## src/rtl/smram_win_pkg.sv

```systemverilog
package smram_win_pkg;
  // Strobes from the decode control to the result datapath
  typedef struct packed {
    logic capture;  // a request is accepted this cycle
    logic claim;    // the window claims it
    logic toDram;   // the claimed request is routed to DRAM
  } winStrobe_t;
endpackage

```

## src/rtl/smram_win_ctrl.sv

```systemverilog
module smram_win_ctrl
  import smram_win_pkg::*;
#(
  parameter int ADDR_W = 32,
  parameter logic [ADDR_W-1:0] WIN_BASE = 32'h000A_0000,
  parameter int WIN_LOG2 = 17,
  parameter int LOCAL_BIT = 0,
  parameter int SPLIT_BIT = 5
) (
  input  logic              reqValid,
  input  logic [ADDR_W-1:0] reqAddr,
  input  logic              smmActive,
  input  logic              isCode,
  input  logic [7:0]        cfgCtrl,
  output winStrobe_t        strobe
);
  localparam int TAG_W = ADDR_W - WIN_LOG2;
  localparam logic [TAG_W-1:0] WIN_TAG = WIN_BASE[ADDR_W-1:WIN_LOG2];

  logic inWindow;
  logic windowOpen;
  logic dataToBus;
  logic unusedCtrl;

  assign inWindow   = (reqAddr[ADDR_W-1:WIN_LOG2] == WIN_TAG);
  assign windowOpen = smmActive | cfgCtrl[LOCAL_BIT];
  assign dataToBus  = cfgCtrl[SPLIT_BIT] & ~isCode;
  assign unusedCtrl = ^cfgCtrl;

  always_comb begin
    strobe.capture = reqValid;
    strobe.claim   = reqValid & inWindow & windowOpen;
    strobe.toDram  = strobe.claim & ~dataToBus;
  end
endmodule

```

## src/rtl/smram_win_datapath.sv

```systemverilog
module smram_win_datapath
  import smram_win_pkg::*;
#(
  parameter int ADDR_W = 32,
  parameter logic [ADDR_W-1:0] WIN_BASE = 32'h000A_0000,
  parameter int WIN_LOG2 = 17,
  parameter int RELOC_SHIFT = 20,
  parameter int RELOC_W = 12
) (
  input  logic              clk,
  input  logic              rstN,
  input  winStrobe_t        strobe,
  input  logic [ADDR_W-1:0] reqAddr,
  input  logic [7:0]        cfgBaseLo,
  input  logic [RELOC_W-9:0] cfgBaseHi,
  output logic              respValid,
  output logic              respHit,
  output logic              respToDram,
  output logic [ADDR_W-1:0] respAddr
);
  logic [RELOC_W-1:0] relocField;
  logic [ADDR_W-1:0]  relocBase;
  logic [ADDR_W-1:0]  winOffset;
  logic [ADDR_W-1:0]  translated;

  assign relocField = {cfgBaseHi, cfgBaseLo};
  assign relocBase  = (ADDR_W'(relocField) << RELOC_SHIFT) | WIN_BASE;
  assign winOffset  = reqAddr - WIN_BASE;
  assign translated = relocBase + winOffset;

  always_ff @(posedge clk) begin
    if (!rstN) begin
      respValid  <= 1'b0;
      respHit    <= 1'b0;
      respToDram <= 1'b0;
      respAddr   <= '0;
    end else begin
      respValid  <= strobe.capture;
      respHit    <= strobe.claim;
      respToDram <= strobe.toDram;
      if (strobe.capture)
        respAddr <= strobe.toDram ? translated : reqAddr;
    end
  end


  route_implies_claim_chk: assert property (@(posedge clk) disable iff (!rstN)
    respToDram |-> respHit);


  offset_kept_chk: assert property (@(posedge clk) disable iff (!rstN)
    strobe.toDram |=> respAddr[WIN_LOG2-1:0] == $past(reqAddr[WIN_LOG2-1:0]));


  reset_quiet_chk: assert property (@(posedge clk)
    !rstN |=> (!respValid && !respHit && !respToDram));
endmodule

```

## src/rtl/smram_window_decoder.sv

```systemverilog
module smram_window_decoder
  import smram_win_pkg::*;
#(
  parameter int ADDR_W = 32,
  parameter logic [ADDR_W-1:0] WIN_BASE = 32'h000A_0000,
  parameter int WIN_LOG2 = 17,
  parameter int RELOC_SHIFT = 20,
  parameter int RELOC_W = 12,
  parameter int LOCAL_BIT = 0,
  parameter int SPLIT_BIT = 5
) (
  input  logic              clk,
  input  logic              rstN,
  input  logic              reqValid,
  input  logic [ADDR_W-1:0] reqAddr,
  input  logic              smmActive,
  input  logic              isCode,
  input  logic [7:0]        cfgBaseLo,
  input  logic [7:0]        cfgBaseHi,
  input  logic [7:0]        cfgCtrl,
  output logic              respValid,
  output logic              respHit,
  output logic              respToDram,
  output logic [ADDR_W-1:0] respAddr
);
  localparam int HI_W = RELOC_W - 8;
  localparam logic [ADDR_W-1:0] WIN_LAST = WIN_BASE + ((ADDR_W'(1) << WIN_LOG2) - 1);

  winStrobe_t strobe;
  logic unusedHi;
  assign unusedHi = ^cfgBaseHi[7:HI_W];

  smram_win_ctrl #(
    .ADDR_W(ADDR_W), .WIN_BASE(WIN_BASE), .WIN_LOG2(WIN_LOG2),
    .LOCAL_BIT(LOCAL_BIT), .SPLIT_BIT(SPLIT_BIT)
  ) uCtrl (
    .reqValid(reqValid), .reqAddr(reqAddr), .smmActive(smmActive),
    .isCode(isCode), .cfgCtrl(cfgCtrl), .strobe(strobe)
  );

  smram_win_datapath #(
    .ADDR_W(ADDR_W), .WIN_BASE(WIN_BASE), .WIN_LOG2(WIN_LOG2),
    .RELOC_SHIFT(RELOC_SHIFT), .RELOC_W(RELOC_W)
  ) uData (
    .clk(clk), .rstN(rstN), .strobe(strobe), .reqAddr(reqAddr),
    .cfgBaseLo(cfgBaseLo), .cfgBaseHi(cfgBaseHi[HI_W-1:0]),
    .respValid(respValid), .respHit(respHit), .respToDram(respToDram),
    .respAddr(respAddr)
  );


  outside_window_chk: assert property (@(posedge clk) disable iff (!rstN)
    (reqValid && (reqAddr < WIN_BASE || reqAddr > WIN_LAST))
      |=> (!respHit && !respToDram && respAddr == $past(reqAddr)));


  smm_claim_chk: assert property (@(posedge clk) disable iff (!rstN)
    (reqValid && smmActive && reqAddr >= WIN_BASE && reqAddr <= WIN_LAST)
      |=> respHit);


  closed_window_chk: assert property (@(posedge clk) disable iff (!rstN)
    (reqValid && !smmActive && !cfgCtrl[LOCAL_BIT]) |=> (!respHit && !respToDram));


  split_data_chk: assert property (@(posedge clk) disable iff (!rstN)
    (reqValid && cfgCtrl[SPLIT_BIT] && !isCode) |=> !respToDram);


  resp_follow_chk: assert property (@(posedge clk) disable iff (!rstN)
    reqValid |=> respValid);


  resp_idle_chk: assert property (@(posedge clk) disable iff (!rstN)
    !reqValid |=> !respValid);
endmodule

```

## config.mk

```make
export PLATFORM = sky130hd
export DESIGN_NAME = smram_window_decoder
export DESIGN_NICKNAME = d
export VERILOG_FILES = /design/src/rtl/smram_win_pkg.sv /design/src/rtl/smram_win_ctrl.sv /design/src/rtl/smram_win_datapath.sv /design/src/rtl/smram_window_decoder.sv
export SDC_FILE = /design/constraint.sdc
export NUM_CORES = 1
export LEC_CHECK = 0
export CAP_MARGIN = 20
export CORE_MARGIN = 2
export CORE_UTILIZATION = 30
export CTS_BUF_LIST = sky130_fd_sc_hd__clkbuf_8
export CTS_CLUSTER_SIZE = 12
export DETAILED_ROUTE_END_ITERATION = 10
export PLACE_DENSITY = 0.63
export SKIP_CTS_REPAIR_TIMING = 1
export SYNTH_ARGS = -nofsm -noshare
export SYNTH_HDL_FRONTEND = slang
export SYNTH_SLANG_ARGS = --single-unit
```

## constraint.sdc

```tcl
create_clock -name clk -period 1.9 [get_ports clk]
set_input_delay 0.19 -clock clk [delete_from_list [all_inputs] [get_ports clk]]
set_output_delay 0.19 -clock clk [all_outputs]
set_load 0.005 [all_outputs]
```

* After elaboration in Yosys (flattened, before gate mapping)
Index checks and enable logic that the tools add are counted.
Storage, ports and cells: register bits after elaboration 35, input port bits 61, output and inout bits 35, word-level logic and storage cells 15
Cells by class: $add $sub $neg 2, eq/ne operators 1, muxes and demuxes 1, bitwise operators 7
Operator list (count):
- 32-bit adder | 1
- 32-bit 2-to-1 mux | 1
- 32-bit by 20-bit subtractor with 32-bit output, second input constant | 1
- 15-bit by 3-bit == test with 1-bit output, second input constant | 1
- 1-bit bitwise AND | 4
- 1-bit NOT | 2
- 1-bit OR | 1

* Depth between registers and ports, before layout
Gate-level depths: netlist of run 1.
word-level depth 5, gate-level depth with buffers 8, mapped depth without buffers 8

* Cells and area by module
Synthesis of run 1 repeated with hierarchy kept, for this count alone.
Unflattened totals: cells, all modules 204, area total of the unflattened synthesis 1889.3 sq um
By module, submodules not included:
- smram_win_datapath | instances 1, cells each 194, area an instance 1806.7 sq um, sequential area each 700.7 sq um
- smram_win_ctrl | instances 1, cells each 10, area an instance 82.6 sq um, sequential area each 0.0 sq um

* Least setup slack after synthesis of run 1
OpenSTA, ideal clock, no wires.
path kind input-to-reg, start point input port reqAddr[20], end point register uData.respAddr[28], setup time 0.084 ns, arrival time 1.610 ns, data required time 1.816 ns, setup slack 0.206 ns, stages 8, path buffers 0, cell sequence ha_1 inv_1 fa_1 nor2b_1 o31a_1 o21ai_0 and4b_1 o31ai_2
Between the ends: cells in the longest elaborated chain, start to end 5, elaborated cells on any way between the ends 7, classes of those cells add/sub: 2; eq/ne: 1; mux: 1; bitwise: 3
RTL lines:
- start: declaration | RTL line smram_window_decoder.sv:15 | input logic [ADDR_W-1:0] reqAddr,
- branches (longest 4 deep; another with 32-bit by 20-bit subtractor with 32-bit output)
- 32-bit 2-to-1 mux (*) | RTL line smram_win_datapath.sv:42 | respAddr <= strobe.toDram ? translated : reqAddr;
- end signal: assignment | RTL line smram_win_datapath.sv:42
- end: declaration | RTL line smram_win_datapath.sv:19 | output logic [ADDR_W-1:0] respAddr
Mark *: on every way between the ends. A chain may end at the register's enable or synchronous reset.

* Worst setup path in the final report of run 1
start point input port reqAddr[26], end point register uData.respAddr[31]
The elaborated chain is that of the path after synthesis.

==> out/summary.txt, run 1 <==
Port Buffers: 85
maximum vdd drop: 0.3420 mV
R2R cell count: 4
final clock skew: 0 ns
I/O pin count: 96
antenna-violating nets left: 0
DRT iter0 DRCs: 82
GRT overflow: 0
CTS Buffer Depth: 2
die width: 84.43 um
First-pass DRT Iterations: 4
Core ar.: 0.006314 mm2
Post-synth top flop: dfxtp_1
Hold EP: uData.respAddr[20]
fraction of layout cells with a size suffix above 1: 20.40%
Synth Area in Adders: 8.124%
largest family of logic cells by synthesized area: simple AND/OR/NAND/NOR gates
Reg-to-Reg End: uData.respAddr[31]
status: finished, final reports clean
post-synthesis sequential area ratio: 36.11%
Synth Area in Simple Gates: 20.89%
Initial Util: 30.74%
FF-to-FF setup slack: 1.00 ns
Crit path max-delay family: buffers and inverters
CTS Buf Count: 5
post-synth top area cell: dfxtp_1
antenna fix cells: 0
Max Freq: 546.8 MHz
P_leak: 1.414 nW
Synth Area in Compound Gates: 18.96%
Skew-Pair Late Insertion Delay: 0.28 ns
Final min period: 1.829 ns
worst path arrival time: 2.02 ns
Final GP Congestion: 0.9336
Yosys Warn Count: 0
first-pass GRT wire length: 9611 um
most common cell after layout, fill and taps aside: clkdlybuf4s50_1
Critical Path Source Type: primary input
Cells after Synth: 220
mapped cell area: 0.001941 mm2
Synth Area per Inst: 8.821 um2
most frequent cells in the layout: clkdlybuf4s50_1, buf_4, nor2_1, dfxtp_1, mux2i_1
top cells by area, synth: dfxtp_1, mux2i_1, ha_1
Slew Viols, Final: 0
max_cap viols: 0
hpwl dp: 4703 um
wire per inst: 14.32 um
Total GRT Usage: 16.84%
number of cells on the worst hold path: 4
largest net degree at the start of global routing: 25
fin nets: 421
CTS sink cnt: 35
Die Area: 0.007128 mm2
critical path type: in2reg
WP buf/inv: 3
final setup TNS: 0 ns
Syn-to-layout area delta: 73.44%
# rows: 29
number of synthesized flops with an enable pin: 0
Crit path required time: 2.10 ns
slowest stage cell, crit path: clkdlybuf4s50_1
hold crit path type: in2reg
fin crit share: 96.26%
vias in the first global route: 1995
CTS clk-pin slew, worst paths: 0.07 ns
die height: 84.43 um
Yosys cell types: 45
CTS root buffer: clkbuf_8
CP endpoint kind: register
DR vias/cell: 4.880
mux cell area share after synthesis: 10.90%
worst-margin pin slew: 0.3603 ns
Post-route DRC: 0
PD cells: 578.2 mW/mm2
Post-Syn Nets: 293
RSZ-0062 raised after global routing: no
Rel. slew slack: 75.73%
initial antenna violation count: 0
Hold Startpoint: reqAddr[20]
DR vias: 2074
Critical R2R Launch: uData.respAddr[31]
Worst Path Max Fanout: 4
setup violators final: 0
H-tree Lvls: 2
async set or reset register ratio after synthesis: 0%
CTS tree: done
overall power: 1.946 mW
Final Hold Viols: 0
XOR/XNOR Fraction of Synth Area: 1.805%
synthesized flop and latch total: 35
post-synth top area share: 36.11%
CP Cell Sequence: clkdlybuf4s50_1, ha_4, buf_4, nand4_1, o22ai_1, a311oi_1, buf_4, nand4_1, o211ai_1
Post-Route WL: 6087 um
CP max stage delay: 0.53 ns
==> how the worst max path moves through the flow <==
stage                  from            endpoint  slack (ns)  cells past startpoint
3_3_place_gp    reqAddr[20]  uData.respAddr[28]       -0.39                      9
3_5_place_dp    reqAddr[20]  uData.respAddr[28]       -0.41                      9
5_1_grt        cfgBaseLo[1]  uData.respAddr[31]       0.005                      9
4_1_cts         reqAddr[20]  uData.respAddr[28]       -0.12                      9
2_1_floorplan   reqAddr[20]  uData.respAddr[28]        0.21                      8
6_report        reqAddr[26]  uData.respAddr[31]        0.07                      9
==> final cells by class <==
type / count / area [um2]
fill: 624 / 2948
multi-input combinational: 169 / 1250
timing repair buffer: 129 / 1201
sequential: 35 / 700.7
tap: 77 / 96.34
clock buffer: 6 / 82.58
inverter: 8 / 30.03
clock inverter: 1 / 5.005
==> state kept, by name (all words and copies together) (netlist names) <==
name	count
uData.respValid	1
uData.respAddr	32
uData.respToDram	1
uData.respHit	1
==> through the flow <==
stage                     instance area, um2  worst slack (ns)  utilization [%]  hold WS (ns)  std cells
after global placement                  3178           -0.3868            50.34        0.4747        416
after global routing                    3366          0.005401            53.31        0.3918        425
final                                   3366           0.07110            53.31        0.3605        425
after floorplan                         1941            0.2057                -        0.3363        220
after detailed placement                3178           -0.4116            50.34        0.4841        416
after CTS                               3266           -0.1186            51.72        0.3713        423
==> power by group <==
group	switching (mW)	total (mW)	internal, mW	leakage [nW]
sequential	0.0210	0.799	0.778	0.289
combinational	0.247	0.603	0.356	1.08
clock	0.260	0.544	0.284	0.0470
==> worst register-to-register path: stages (launching register included) <==
cell,delay (ns)
dfxtp_1,0.34
nor2_1,0.05
nor2_1,0.16
nand3b_1,0.09
o211ai_1,0.18
==> kinds of logic (layout without fill, tap and decap cells) <==
| group | count (synthesis) | after routing |
|---|---|---|
| AOI/OAI and AO/OA | 58 | 58 |
| buffers and inverters | 16 | 144 |
| and+or+nand+nor | 74 | 74 |
| muxes | 21 | 21 |
| adders and majority gates | 12 | 12 |
| DFF | 35 | 35 |
| xor gates and xnor gates | 4 | 4 |
==> synth_stat cells, types with 5 or more instances <==
cell type   n
nand2_1     5
nor2_1     35
clkbuf_1    6
inv_1       7
o21ai_0    16
mux2i_1    20
nor4_1      8
a21oi_1    15
o211ai_1    6
dfxtp_1    35
ha_1       11
==> metal layers <==
| layer | global-route usage, % | wire length, um | vias to the layer above |
|---|---|---|---|
| met2 | 28.14 | 2882 | 59 |
| met5 | 0 | 0 | - |
| met1 | 22.34 | 2862 | 943 |
| li1 | - | - | 1070 |
| met3 | 3.933 | 320 | 2 |
| met4 | 3.463 | 22 | 0 |
No activity file was read; power rests on OpenSTA's default activity.
==> inputs of run 2 (changes only) <==
--- a/config.mk
+++ b/config.mk
@@ -15,4 +15,5 @@
 export SKIP_CTS_REPAIR_TIMING = 1
 export SYNTH_ARGS = -nofsm -noshare
 export SYNTH_HDL_FRONTEND = slang
+export SYNTH_HIERARCHICAL = 1
 export SYNTH_SLANG_ARGS = --single-unit
==> constraint.sdc (replaced) <==
create_clock -name clk -period 1.9 [get_ports clk]
set_input_delay 0.285 -clock clk [delete_from_list [all_inputs] [get_ports clk]]
set_output_delay 0.285 -clock clk [all_outputs]
set_load 0.005 [all_outputs]
==> out/summary.txt, run 2 <==
Crit path max-delay family: simple AND/OR/NAND/NOR gates
status: finished, final reports clean
Post-Route WL: 5474 um (-10%)
Initial Util: 31.54% (+0.80 points)
most frequent cell after synthesis: dfxtp_1
Register Area: 700.7 um2 (unchanged)
WP buf/inv: 2 (-1)
H-tree Lvls: 2 (unchanged)
Min Hold Slack: 0.3372 ns (-0.02333 ns)
footprint of the multi-input gates: 0.001227 mm2 (-1.8%)
DR vias/cell: 4.696 (-3.8%)
DR vias: 1883 (-9.2%)
Cells after Synth: 204 (-7.3%)
first-pass GRT wire length: 8452 um (-12%)
M2 GR Usage: 24.49% (-3.7 points)
Core ar.: 0.005991 mm2 (-5.1%)
Post-route DRC: 0 (unchanged)
I/O pin count: 96 (unchanged)
fin crit share: 96.30% (about the same)
setup violators final: 0 (unchanged)
crit path launch: reqAddr[30]
pre-CTS setup slack: -0.5735 ns (-0.1619 ns)
Crit path required time: 2.11 ns (about the same)
First-pass DRT Iterations: 4 (unchanged)
die width: 83.36 um (-1.3%)
mapped cell area: 0.001889 mm2 (-2.6%)
CP Depth: 8 (-1)
CP Cell Sequence: clkdlybuf4s50_1, nor4_2, buf_4, nand2_2, nor3_4, nand3_2, or4_4, o211ai_2
Rel. slew slack: 62.30% (-13 points)
wire per inst: 13.65 um (-4.7%)
FF-to-FF setup slack: 1.09 ns (+0.09 ns)
CP endpoint kind: register
most common cell after layout, fill and taps aside: clkdlybuf4s50_1
# rows: 28 (-3.4%)
CTS root buffer: clkbuf_8
Max Freq: 546.5 MHz (about the same)
vias in the first global route: 1811 (-9.2%)
overall power: 2.053 mW (+5.5%)
Largest register FFs: 32 (unchanged)
met1 Usage GRT: 19.13% (-3.2 points)
Total GRT Usage: 14.84% (-2.0 points)
Syn-to-layout area delta: 77.22%
PD cells: 613.0 mW/mm2 (+6.0%)
Synth Area per Inst: 9.261 um2 (+5.0%)
gr busiest metal: met2
async set or reset register ratio after synthesis: 0% (unchanged)
Slew Viols, Final: 0 (unchanged)
Yosys Warn Count: 6 (+6)
maximum vdd drop: 0.3038 mV (-11%)
post-synth top area share: 37.09% (+0.98 points)
Post-synth top flop: dfxtp_1
fraction of layout cells with a size suffix above 1: 22.09% (+1.7 points)
Skew-Pair Late Insertion Delay: 0.28 ns (about the same)
GRT overflow: 0 (unchanged)
hold crit path type: in2reg
worst-margin pin slew: 0.5654 ns (+0.2051 ns)
Worst Path Max Fanout: 3 (-1)
Worst Setup EP: uData/respAddr[31]
# fillers: 534 (-14%)
max_cap viols: 0 (unchanged)
CTS Buffer Depth: 2 (unchanged)
number of synthesized flops with an enable pin: 0 (unchanged)
critical path type: in2reg
largest net degree at the start of global routing: 46 (+84%)
CTS clk-pin slew, worst paths: 0.07 ns (about the same)
final clock skew: 0 ns (unchanged)
Final Hold Viols: 0 (unchanged)
CTS tree: done
Final min period: 1.830 ns (+0.0008355 ns)
Reg-to-Reg End: uData/respAddr[31]
Critical Path Source Type: primary input
antenna-violating nets left: 0 (unchanged)
CTS Buf Count: 5 (unchanged)
Final WS setup: 0.07027 ns (-0.0008355 ns)
Die Area: 0.006949 mm2 (-2.5%)
DRT iter0 DRCs: 52 (-37%)
P_leak: 1.531 nW (+8.3%)
R2R cell count: 3 (-1)
worst path arrival time: 2.04 ns (+0.02 ns)
Yosys cell types: 49 (+8.9%)
slowest stage cell, crit path: or4_4
post-synth top area cell: dfxtp_1
initial antenna violation count: 0 (unchanged)
most frequent cells in the layout: clkdlybuf4s50_1, buf_4, dfxtp_1, nor2_1, mux2i_1
met3 usage: 4.175% (+0.24 points)
hpwl dp: 4282 um (-8.9%)
Post-Syn Nets: 277 (-5.5%)
CP max stage delay: 0.54 ns (about the same)
Port Buffers: 85 (unchanged)
synth cell count leaders: dfxtp_1, nor2_1, mux2i_1
die height: 83.36 um (-1.3%)
Top reg by flops: uData/respAddr
synthesized flop and latch total: 35 (unchanged)
CTS sink cnt: 35 (unchanged)
post-synthesis sequential area ratio: 37.09% (+0.98 points)
Critical R2R Launch: uData/respAddr[31]
top cells by area, synth: dfxtp_1, mux2i_1, ha_1
RSZ-0062 raised after global routing: yes
fin nets: 398 (-5.5%)
Final GP Congestion: 0.8812 (-5.6%)
antenna fix cells: 0 (unchanged)
-- run 2: changes by cell type in the layout (fill, tap and decap cells not counted), sizes merged, moves of 5 or more --
cell	change
xor2	+5
a21oi	-7
nor2	-5
nor4	-7
o21ai	-5
clkdlybuf4s50	-14
dlymetal6s2s	+12
-- run 2: worst min path at each step --
stage	endpoint	startpoint	depth (start not counted)
floorplan	uData/respAddr[27]	reqAddr[27]	2
global placement	uData/respAddr[8]	uData/respAddr[8]	2
detailed placement	uData/respAddr[5]	uData/respAddr[5]	2
CTS	uData/respAddr[22]	uData/respAddr[22]	2
global route	uData/respAddr[19]	reqAddr[19]	3
finish	uData/respAddr[19]	reqAddr[19]	3
-- run 2: layer usage --
layer / share of wire [%] / vias to the layer above
li1: - / 965
met3: 5.3 / 4
met2: 46 / 62
met1: 48 / 852
met5: 0 / -
met4: 0.95 / 0
-- run 2: cell families (layout without fill, tap and decap cells) --
| logic type | count (synthesis) | in the layout | share of synthesized area (%) |
|---|---|---|---|
| flip-flops | 35 | 35 | 37.09 |
| multiplexers | 24 | 24 | 12.78 |
| buffers and inverters | 17 | 139 | 3.709 |
| XOR/XNOR | 10 | 10 | 4.636 |
| AO/OA/AOI/OAI | 45 | 45 | 16.56 |
| adder cells (fa/ha/maj) | 12 | 12 | 8.344 |
| AND/OR/NAND/NOR | 61 | 61 | 16.89 |
-- run 2: worst reg2reg max path, cell delays in order (launching register included) --
cell and delay, ns:
dfxtp_1 0.32, nor2b_1 0.13, a21oi_1 0.16, o211ai_2 0.08
-- run 2: cell type report --
| class | count | share of cell area, % |
|---|---|---|
| Tap cell | 75 | 2.803 |
| Multi-Input combinational cell | 152 | 36.66 |
| Timing Repair Buffer | 125 | 35.43 |
| Sequential cell | 35 | 20.93 |
| Clock buffer | 6 | 2.466 |
| Clock inverter | 2 | 1.046 |
| Inverter | 6 | 0.6726 |
-- run 2: stage by stage --
step                      util [%]  std cells  setup TNS (ns)  cell area, um2
final                        55.89        401               0            3348
after global routing         55.89        401        -0.08666            3348
after CTS                    53.11        398          -1.949            3182
after detailed placement     51.15        390          -5.732            3064
after global placement       51.15        390          -5.549            3064
after floorplan                  -        204               0            1894
-- run 2: where the power goes --
group	total, mW	leakage, nW	internal, mW	switching (mW)
sequential	0.797	0.289	0.777	0.0205
combinational	0.574	1.18	0.347	0.227
clock	0.681	0.0612	0.424	0.257
total	2.05	1.53	1.55	0.504
